[src/rtl/xlat_pkg.sv]
package xlat_pkg;

    typedef enum logic [1:0] {
        ACC_LOAD  = 2'd0,
        ACC_STORE = 2'd1,
        ACC_FETCH = 2'd2,
        ACC_RSVD  = 2'd3
    } acc_e;

    // bit 0 read, bit 1 write, bit 2 execute
    typedef struct packed {
        logic x;
        logic w;
        logic r;
    } perm_t;

    function automatic logic perm_allows(perm_t p, logic [1:0] acc);
        logic ok;
        case (acc_e'(acc))
            ACC_LOAD:  ok = p.r;
            ACC_STORE: ok = p.w;
            ACC_FETCH: ok = p.x;
            default:   ok = 1'b0;
        endcase
        return ok;
    endfunction

endpackage

[src/rtl/xlat_match.sv]
module xlat_match #(
    parameter int N     = 16,
    parameter int VPN_W = 16,
    parameter int PID_W = 8
) (
    input  logic [N-1:0]            vld,
    input  logic [N-1:0][VPN_W-1:0] tag_vpn,
    input  logic [N-1:0][PID_W-1:0] tag_pid,
    input  logic [VPN_W-1:0]        key_vpn,
    input  logic [PID_W-1:0]        key_pid,
    output logic [N-1:0]            hit_vec
);

    for (genvar i = 0; i < N; i++) begin : g_cmp
        assign hit_vec[i] = vld[i] && (tag_vpn[i] == key_vpn) && (tag_pid[i] == key_pid);
    end

endmodule

[src/rtl/xlat_alloc.sv]
module xlat_alloc #(
    parameter int N     = 16,
    parameter int IDX_W = 4
) (
    input  logic [N-1:0]     vld,
    input  logic [N-1:0]     dup_vec,
    input  logic [IDX_W-1:0] ptr,
    output logic [IDX_W-1:0] slot,
    output logic             from_ptr
);

    logic [IDX_W-1:0] dup_idx;
    logic [IDX_W-1:0] free_idx;
    logic             any_free;

    always_comb begin
        dup_idx  = '0;
        free_idx = '0;
        any_free = 1'b0;
        // scan downward so the lowest index wins
        for (int i = N - 1; i >= 0; i--) begin
            if (dup_vec[i]) begin
                dup_idx = IDX_W'(i);
            end
            if (!vld[i]) begin
                free_idx = IDX_W'(i);
                any_free = 1'b1;
            end
        end
    end

    always_comb begin
        if (|dup_vec) begin
            slot     = dup_idx;
            from_ptr = 1'b0;
        end else if (any_free) begin
            slot     = free_idx;
            from_ptr = 1'b0;
        end else begin
            slot     = ptr;
            from_ptr = 1'b1;
        end
    end

endmodule

[src/rtl/xlat_cache.sv]
module xlat_cache
    import xlat_pkg::*;
#(
    parameter int ENTRIES = 16,
    parameter int VA_W    = 32,
    parameter int PA_W    = 28,
    parameter int OFS_W   = 16,
    parameter int PID_W   = 8
) (
    input  logic                    clk,
    input  logic                    rst_n,
    input  logic                    lk_valid,
    input  logic [VA_W-1:0]         lk_vaddr,
    input  logic [1:0]              lk_acc,
    input  logic [PID_W-1:0]        cur_pid,
    output logic                    hit,
    output logic                    miss,
    output logic                    fault,
    output logic [PA_W-1:0]         paddr,
    input  logic                    fill_valid,
    input  logic [VA_W-OFS_W-1:0]   fill_vpn,
    input  logic [PID_W-1:0]        fill_pid,
    input  logic [PA_W-OFS_W-1:0]   fill_ppn,
    input  logic [2:0]              fill_perm,
    input  logic                    flush
);

    localparam int VPN_W = VA_W - OFS_W;
    localparam int PPN_W = PA_W - OFS_W;
    localparam int IDX_W = (ENTRIES > 1) ? $clog2(ENTRIES) : 1;

    typedef struct packed {
        logic [ENTRIES-1:0]            valid;
        logic [ENTRIES-1:0][VPN_W-1:0] vpn;
        logic [ENTRIES-1:0][PID_W-1:0] pid;
        logic [ENTRIES-1:0][PPN_W-1:0] ppn;
        perm_t [ENTRIES-1:0]           perm;
        logic [IDX_W-1:0]              ptr;
    } state_t;

    state_t st_q, st_d;

    logic [VPN_W-1:0]   lk_vpn;
    logic [OFS_W-1:0]   lk_ofs;
    logic [ENTRIES-1:0] lk_hit_vec;
    logic [ENTRIES-1:0] fill_dup_vec;
    logic [IDX_W-1:0]   fill_slot;
    logic               fill_from_ptr;
    logic [PPN_W-1:0]   sel_ppn;
    perm_t              sel_perm;
    logic               any_match;
    logic               allowed;

    assign lk_vpn = lk_vaddr[VA_W-1:OFS_W];
    assign lk_ofs = lk_vaddr[OFS_W-1:0];

    // lookup compare against every entry
    xlat_match #(.N(ENTRIES), .VPN_W(VPN_W), .PID_W(PID_W)) lk_match_i (
        .vld     (st_q.valid),
        .tag_vpn (st_q.vpn),
        .tag_pid (st_q.pid),
        .key_vpn (lk_vpn),
        .key_pid (cur_pid),
        .hit_vec (lk_hit_vec)
    );

    // fill-side compare to find an entry to overwrite
    xlat_match #(.N(ENTRIES), .VPN_W(VPN_W), .PID_W(PID_W)) fill_match_i (
        .vld     (st_q.valid),
        .tag_vpn (st_q.vpn),
        .tag_pid (st_q.pid),
        .key_vpn (fill_vpn),
        .key_pid (fill_pid),
        .hit_vec (fill_dup_vec)
    );

    xlat_alloc #(.N(ENTRIES), .IDX_W(IDX_W)) alloc_i (
        .vld      (st_q.valid),
        .dup_vec  (fill_dup_vec),
        .ptr      (st_q.ptr),
        .slot     (fill_slot),
        .from_ptr (fill_from_ptr)
    );

    // read side: matches are unique, so an OR-select is enough
    always_comb begin
        sel_ppn  = '0;
        sel_perm = '0;
        for (int i = 0; i < ENTRIES; i++) begin
            if (lk_hit_vec[i]) begin
                sel_ppn  = sel_ppn | st_q.ppn[i];
                sel_perm = sel_perm | st_q.perm[i];
            end
        end
        any_match = |lk_hit_vec;
        allowed   = perm_allows(sel_perm, lk_acc);
        hit       = lk_valid && any_match && allowed;
        fault     = lk_valid && any_match && !allowed;
        miss      = lk_valid && !any_match;
        paddr     = hit ? {sel_ppn, lk_ofs} : '0;
    end

    // next state
    always_comb begin
        st_d = st_q;
        if (flush) begin
            st_d.valid = '0;
        end else if (fill_valid) begin
            st_d.valid[fill_slot] = 1'b1;
            st_d.vpn[fill_slot]   = fill_vpn;
            st_d.pid[fill_slot]   = fill_pid;
            st_d.ppn[fill_slot]   = fill_ppn;
            st_d.perm[fill_slot]  = perm_t'(fill_perm);
            if (fill_from_ptr) begin
                st_d.ptr = (st_q.ptr == IDX_W'(ENTRIES - 1)) ? '0 : st_q.ptr + 1'b1;
            end
        end
    end

    always_ff @(posedge clk) begin
        if (!rst_n) begin
            st_q <= '0;
        end else begin
            st_q <= st_d;
        end
    end

endmodule

[config.mk]
export PLATFORM = sky130hd
export DESIGN_NAME = xlat_cache
export DESIGN_NICKNAME = d
export VERILOG_FILES = /design/src/rtl/xlat_pkg.sv /design/src/rtl/xlat_match.sv /design/src/rtl/xlat_alloc.sv /design/src/rtl/xlat_cache.sv
export SDC_FILE = /design/constraint.sdc
export NUM_CORES = 2
export LEC_CHECK = 0
export BUFFER_PORTS_ARGS = -buffer_cell sky130_fd_sc_hd__buf_2
export CAP_MARGIN = 20
export CELL_PAD_IN_SITES_DETAIL_PLACEMENT = 1
export CELL_PAD_IN_SITES_GLOBAL_PLACEMENT = 1
export CORE_ASPECT_RATIO = 0.7
export CORE_MARGIN = 2
export CORE_UTILIZATION = 55
export CTS_BUF_LIST = sky130_fd_sc_hd__clkbuf_4 sky130_fd_sc_hd__clkbuf_8
export DETAILED_ROUTE_END_ITERATION = 6
export GPL_ROUTABILITY_DRIVEN = 0
export PLACE_DENSITY_LB_ADDON = 0.3
export SLEW_MARGIN = 20
export SYNTH_ARGS = -nofsm -noshare
export SYNTH_HDL_FRONTEND = slang
export SYNTH_SLANG_ARGS = --single-unit
[constraint.sdc]
create_clock -name clk -period 7 [get_ports clk]
set_input_delay 1.05 -clock clk [delete_from_list [all_inputs] [get_ports clk]]
set_output_delay 1.05 -clock clk [all_outputs]
set_load 0.005 [all_outputs]
# Yosys cells after proc, flatten, opt, wreduce, memory -nomap -nowiden
# Cells that the tools add are included.
[totals] register_bits=644 latch_bits=0 ram_bits=0 romBits=0 in_bits=86 word_cells=379 mem_count=0
[op_classes] add_sub_neg=1 n_mul=0 div_mod_pow=0 n_lt_le_gt_ge=2 eq_ne=67 n_shift=0 n_mux=101 n_bitwise=33 reduce_logical=77
[ops] op="$eq A16 B16 Y1" n=32
[ops] op="$bwmux W256" n=1
[ops] op="$eq A8 B8 Y1" n=32
[ops] op="$mux W12" n=17
[ops] op="$bwmux W192" n=1
[ops] op="$or A12 B12 Y12" n=15
[ops] op="$mux W4" n=35
[ops] op="$bwmux W128" n=1
[ops] op="$logic_and A1 B1 Y1" n=69
[ops] op="$demux W16 S4" n=1
[ops] op="$mux W3" n=17
[ops] op="$bwmux W48" n=1
[ops] op="$demux W12 S4" n=1
[ops] op="$or A3 B3 Y3" n=15
[ops] op="$demux W8 S4" n=1
[ops] op="$reduce_or A16 Y1" n=2
[ops] op="$mux W28" n=1
[ops] op="$mux W1" n=19
[ops] op="$mux W16" n=1
[ops] op="$or A16 B16 Y16" n=1
[ops] op="$demux W3 S4" n=1
[ops] op="$mux W8" n=1
[ops] op="$lt A4 B5 Y1 const B" n=1
[ops] op="$add A4 B1 Y4 const B" n=1
[ops] op="other kinds (12)" n=14

# Depth between registers and ports, before layout
[logic_depth] word_depth=37 ltp_mapped=15

# By module
# From an unflattened synthesis, not the netlist that was laid out.
[unflattened] cells_unflattened=4378 hier_area_um2=35720.5
[by_module_without_submodules] mod="xlat_cache" instances=1 cells_per_inst=3160 area_each_um2=25872.3 seq_area_each_um2=12892.4
[by_module_without_submodules] mod="xlat_match" instances=2 cells_per_inst=576 area_each_um2=4727.0 seq_area_each_um2=0.0
[by_module_without_submodules] mod="xlat_alloc" instances=1 cells_per_inst=66 area_each_um2=394.1 seq_area_each_um2=0.0

# Worst setup path before layout
# OpenSTA, ideal clock, no wires.
[synth_path] kind="input to output" from="input lk_vaddr[30]" to="output paddr[10]" arrival_ps=3781 required_time_ps=5950 path_slack_ps=2169 path_stages=12 path_cell_list="buf_2 -> buf_2 -> xnor2_1 -> nand4_1 -> nor4_1 -> a22o_1 -> a221oi_1 -> a41o_1 -> a2111o_1 -> buf_4 -> buf_8 -> nor2_4"
[synth_via] elab_chain_len=37
[synth_rtl] element="start, declared" line="xlat_cache.sv:13" source="input logic [VA_W-1:0] lk_vaddr,"
[synth_rtl] element="$eq A16 B16 Y1" line="xlat_match.sv:15" source="assign hit_vec[i] = vld[i] && (tag_vpn[i] == key_vpn) && (tag_pid[i] == key_pid);"
[synth_rtl] element="$logic_and A1 B1 Y1 (2 in series)" line="xlat_match.sv:15"
[synth_rtl] element="$mux W3" line="xlat_cache.sv:90" source="if (lk_hit_vec[i]) begin"
[synth_rtl] element="$or A3 B3 Y3" line="xlat_cache.sv:92" source="sel_perm = sel_perm | st_q.perm[i];"
[synth_rtl] element="$mux W3" line="xlat_cache.sv:90"
[synth_rtl] element="$or A3 B3 Y3" line="xlat_cache.sv:92"
[synth_rtl] element="$mux W3" line="xlat_cache.sv:90"
[synth_rtl] element="$or A3 B3 Y3" line="xlat_cache.sv:92"
[synth_rtl] element="(+20 left out)"
[synth_rtl] element="$mux W3" line="xlat_cache.sv:90"
[synth_rtl] element="$or A3 B3 Y3" line="xlat_cache.sv:92"
[synth_rtl] element="$mux W3" line="xlat_cache.sv:90"
[synth_rtl] element="$or A3 B3 Y3" line="xlat_cache.sv:92"
[synth_rtl] element="$mux W3" line="xlat_cache.sv:90"
[synth_rtl] element="$pmux W1 S3" line="xlat_pkg.sv:19" source="case (acc_e'(acc))"
[synth_rtl] element="$logic_and A1 B1 Y1 (*)" line="xlat_cache.sv:97" source="hit = lk_valid && any_match && allowed;"
[synth_rtl] element="$mux W28 (*)" line="xlat_cache.sv:100" source="paddr = hit ? {sel_ppn, lk_ofs} : '0;"
[synth_rtl] element="end, declared" line="xlat_cache.sv:19" source="output logic [PA_W-1:0] paddr,"
# Every way passes the cells marked *; elsewhere a longest branch is shown, timed or not.

# Final worst setup path
[layout_path] from="input lk_vaddr[31]" to="output paddr[25]"
[layout_via] elab_chain_len=37
[layout_rtl] element="$eq A16 B16 Y1" line="xlat_match.sv:15"
[layout_rtl] element="$logic_and A1 B1 Y1 (2 in series)" line="xlat_match.sv:15"
[layout_rtl] element="$mux W3" line="xlat_cache.sv:90"
[layout_rtl] element="$or A3 B3 Y3" line="xlat_cache.sv:92"
[layout_rtl] element="$mux W3" line="xlat_cache.sv:90"
[layout_rtl] element="$or A3 B3 Y3" line="xlat_cache.sv:92"
[layout_rtl] element="$mux W3" line="xlat_cache.sv:90"
[layout_rtl] element="$or A3 B3 Y3" line="xlat_cache.sv:92"
[layout_rtl] element="(+20 left out)"
[layout_rtl] element="$mux W3" line="xlat_cache.sv:90"
[layout_rtl] element="$or A3 B3 Y3" line="xlat_cache.sv:92"
[layout_rtl] element="$mux W3" line="xlat_cache.sv:90"
[layout_rtl] element="$or A3 B3 Y3" line="xlat_cache.sv:92"
[layout_rtl] element="$mux W3" line="xlat_cache.sv:90"
[layout_rtl] element="$pmux W1 S3" line="xlat_pkg.sv:19"
[layout_rtl] element="$logic_and A1 B1 Y1" line="xlat_cache.sv:97"
[layout_rtl] element="$mux W28 (*)" line="xlat_cache.sv:100"
# Marked as above.

==> impl_metrics.env <==
export IMPL_status="complete, but fails checks"
export IMPL_violations="DRC"
export IMPL_ir_worst_vdd_mv=0.1511
export IMPL_via_count=32269
export IMPL_largestRegisters="st_q x644"
export IMPL_dp_cells=4501
export IMPL_synth_seq_cells=644
export IMPL_grt_pass1_vias=33658
export IMPL_hold_viol=0
export IMPL_htreeDepth=3
export IMPL_dieHeight_um=215.1
export IMPL_grt_overflow_total=0
export IMPL_postRouteAntennaNets=0
export IMPL_clk_latency_ns=0.83
export IMPL_viasPerCell=6.879
export IMPL_initial_core_util_pct=55.50
export IMPL_area_growth_pct=9.503
export IMPL_yosysUniqueCellTypes=73
export IMPL_r2r_start="st_q[623]$_SDFFE_PN0P_"
export IMPL_finalCriticalPeriod_ns=6.500
export IMPL_numCtsBuffers=100
export IMPL_power_density_mw_per_mm2=216.3
export IMPL_setup_tns_ns=0
export IMPL_setup_viol=0
export IMPL_synth_avg_cell_area_um2=9.302
export IMPL_rr_worst_depth=11
export IMPL_timing_rr_end="st_q[370]$_SDFFE_PN0P_"
export IMPL_hold_path_class="reg -> reg"
export IMPL_die_w_um=305.6
export IMPL_grt_max_degree=164
export IMPL_clk_pin_slew_ns=0.06
export IMPL_min_from="st_q[212]$_SDFFE_PN0P_"
export IMPL_total_power_w=0.008296
export IMPL_cp_required_ns=5.95
export IMPL_min_path_cells=2
export IMPL_cp_end_kind="primary output"
export IMPL_synth_cell_area_mm2=0.03502
export IMPL_holdBufCountCts=0
export IMPL_finClkSkew_ns=0.06755
export IMPL_finalCritPeriodShare_pct=92.86
export IMPL_finalCoreUtilization_pct=60.77
export IMPL_fmax_ghz=0.1538
export IMPL_portBuffers=116
export IMPL_finalNonFillerCells=4691
export IMPL_yosysWarningCount=0
export IMPL_startpoint_type="input pin"
export IMPL_relSlewSlack_pct=15.84
export IMPL_cts_resized=0
export IMPL_async_reset_ff_share_pct=0
export IMPL_std_cell_rows=77
export IMPL_synth_edf_count=0
export IMPL_worstMarginPinSlew_ns=1.259
export IMPL_clkSinkCount=644
export IMPL_min_to="st_q[212]$_SDFFE_PN0P_"
export IMPL_rrSetupSlack_ns=2.20
export IMPL_drv_cap=0
export IMPL_wl_per_cell_um=33.23
export IMPL_hpwlAfterDp_mm=101.4
export IMPL_root_buffer="clkbuf_8"
export IMPL_grt_usage_pct=46.35
export IMPL_regMostFlops="st_q"
export IMPL_die_area_mm2=0.06574
export IMPL_cts_setup_buffers=0
export IMPL_drt_iter0_markers=4469
export IMPL_final_nets=3861
export IMPL_ys_seq_area_share_pct=36.81
export IMPL_cp_max_fo=29
export IMPL_crit_type="in -> out"
export IMPL_first_pass_iters=7
export IMPL_synth_ff_type="dfxtp_1"
export IMPL_coreArea_mm2=0.06310
export IMPL_drive_gt1_share_pct=12.06
export IMPL_syn_nets=3852
export IMPL_drc=2
export IMPL_cts_buffer_depth=3
export IMPL_cts_tree="done"
export IMPL_grt_pass1_wl_mm=224.9
export IMPL_cp_data_arrival_time_ns=5.45
export IMPL_antenna_found_initial=5
export IMPL_finalMaxSlewViolations=0
export IMPL_rsz0062_at_grt="no"
export IMPL_cellLeakagePower_nw=16.93
export IMPL_num_io_pins=117
export IMPL_synthCells=3765
export IMPL_largest_reg_flops=644
export IMPL_finalWirelength_mm=155.9
## through the flow
stage               setup slack [ns]  instance area [µm²]  hold WS [ns]
global route                  0.5698                38340        0.4755
finish                        0.4998                38350        0.4656
CTS                           0.7601                38330        0.4640
global placement               1.180                35960        0.4415
detailed placement            0.9978                35970        0.4498
floorplan                      2.169                35020        0.4343
## cell families after synthesis
family	share of synthesized area, %
AND/OR/NAND/NOR	16.45
XOR/XNOR	19.29
flip-flops	36.81
multiplexers	17.86
buffers and inverters	5.030
AO/OA/AOI/OAI	4.516
adder cells (fa/ha/maj)	0.03572
## critical path, stage by stage
cell      delay [ns]
buf_2           0.78
xor2_1          0.18
nor4_1          0.52
nand3_1         0.19
nor4_2          0.45
buf_4           0.41
nor4_1          0.11
and4_1          0.23
nand2b_1        0.18
a2111o_2        0.72
a41oi_1         0.40
buf_2           0.17
## report_power, final
part           internal, W  leakage, nW  total, W  switching, W
Sequential         0.00368         5.19   0.00370     0.0000200
Clock              0.00209         1.25   0.00377       0.00168
Combinational     0.000212         10.5  0.000823      0.000610
## layer usage
layer | share of wire (%) | GRT usage, %
met5 | 0.059 | 1.017
met4 | 8.0 | 30.71
met3 | 15 | 18.64
met2 | 39 | 65.13
met1 | 37 | 58.18
## layout make-up
| class | count | area [µm²] |
|---|---|---|
| fill | 7014 | 24760 |
| multi-input combinational | 2793 | 20530 |
| sequential | 644 | 12890 |
| clock buffer | 157 | 2004 |
| timing repair buffer | 209 | 1414 |
| tap | 829 | 1037 |
| clock inverter | 28 | 362.8 |
| inverter | 26 | 97.59 |
| antenna | 5 | 12.51 |
## layout by cell type (no fill, tap or decap), types with 14 or more instances in the layout
master and instances:
clkbuf_4 25, xnor2_1 359, xor2_1 405, nand3_1 50, a221oi_1 54, buf_4 83, buf_2 115, nor4_1 118
nor4_2 17, nand4_1 136, dfxtp_1 644, clkbuf_8 132, inv_1 25, nor2_1 37, nand2_1 697, a21oi_1 14
a22o_1 55, nor3_1 43, clkinv_2 14, mux2i_1 625
## synthesized netlist by cell type (14+ instances only)
master / count / area [µm²]
a21oi_1: 14 / 70.07
xor2_1: 405 / 3547
buf_4: 50 / 375.4
nor2_1: 37 / 138.9
dfxtp_1: 644 / 12890
a221oi_1: 54 / 473.0
nor3_1: 43 / 215.2
mux2i_1: 625 / 6256
nand2_1: 709 / 2661
xnor2_1: 359 / 3144
inv_1: 25 / 93.84
nand2b_1: 14 / 87.58
nor4_1: 134 / 838.3
buf_6: 30 / 337.8
clkbuf_1: 133 / 499.2
a22o_1: 55 / 481.7
nand3_1: 50 / 250.2
nand4_1: 136 / 850.8
buf_2: 85 / 425.4
## how the worst max path moves through the flow
stage                       from         to  slack, ns  cells past startpoint
finish              lk_vaddr[31]  paddr[25]       0.50                     12
global route        lk_vaddr[31]  paddr[25]       0.57                     12
CTS                 lk_vaddr[31]  paddr[25]       0.76                     12
detailed placement    cur_pid[5]  paddr[17]        1.0                     12
global placement      cur_pid[6]  paddr[21]       1.18                     12
floorplan           lk_vaddr[30]  paddr[10]       2.17                     12
No activity file was read; power rests on OpenSTA's default activity.
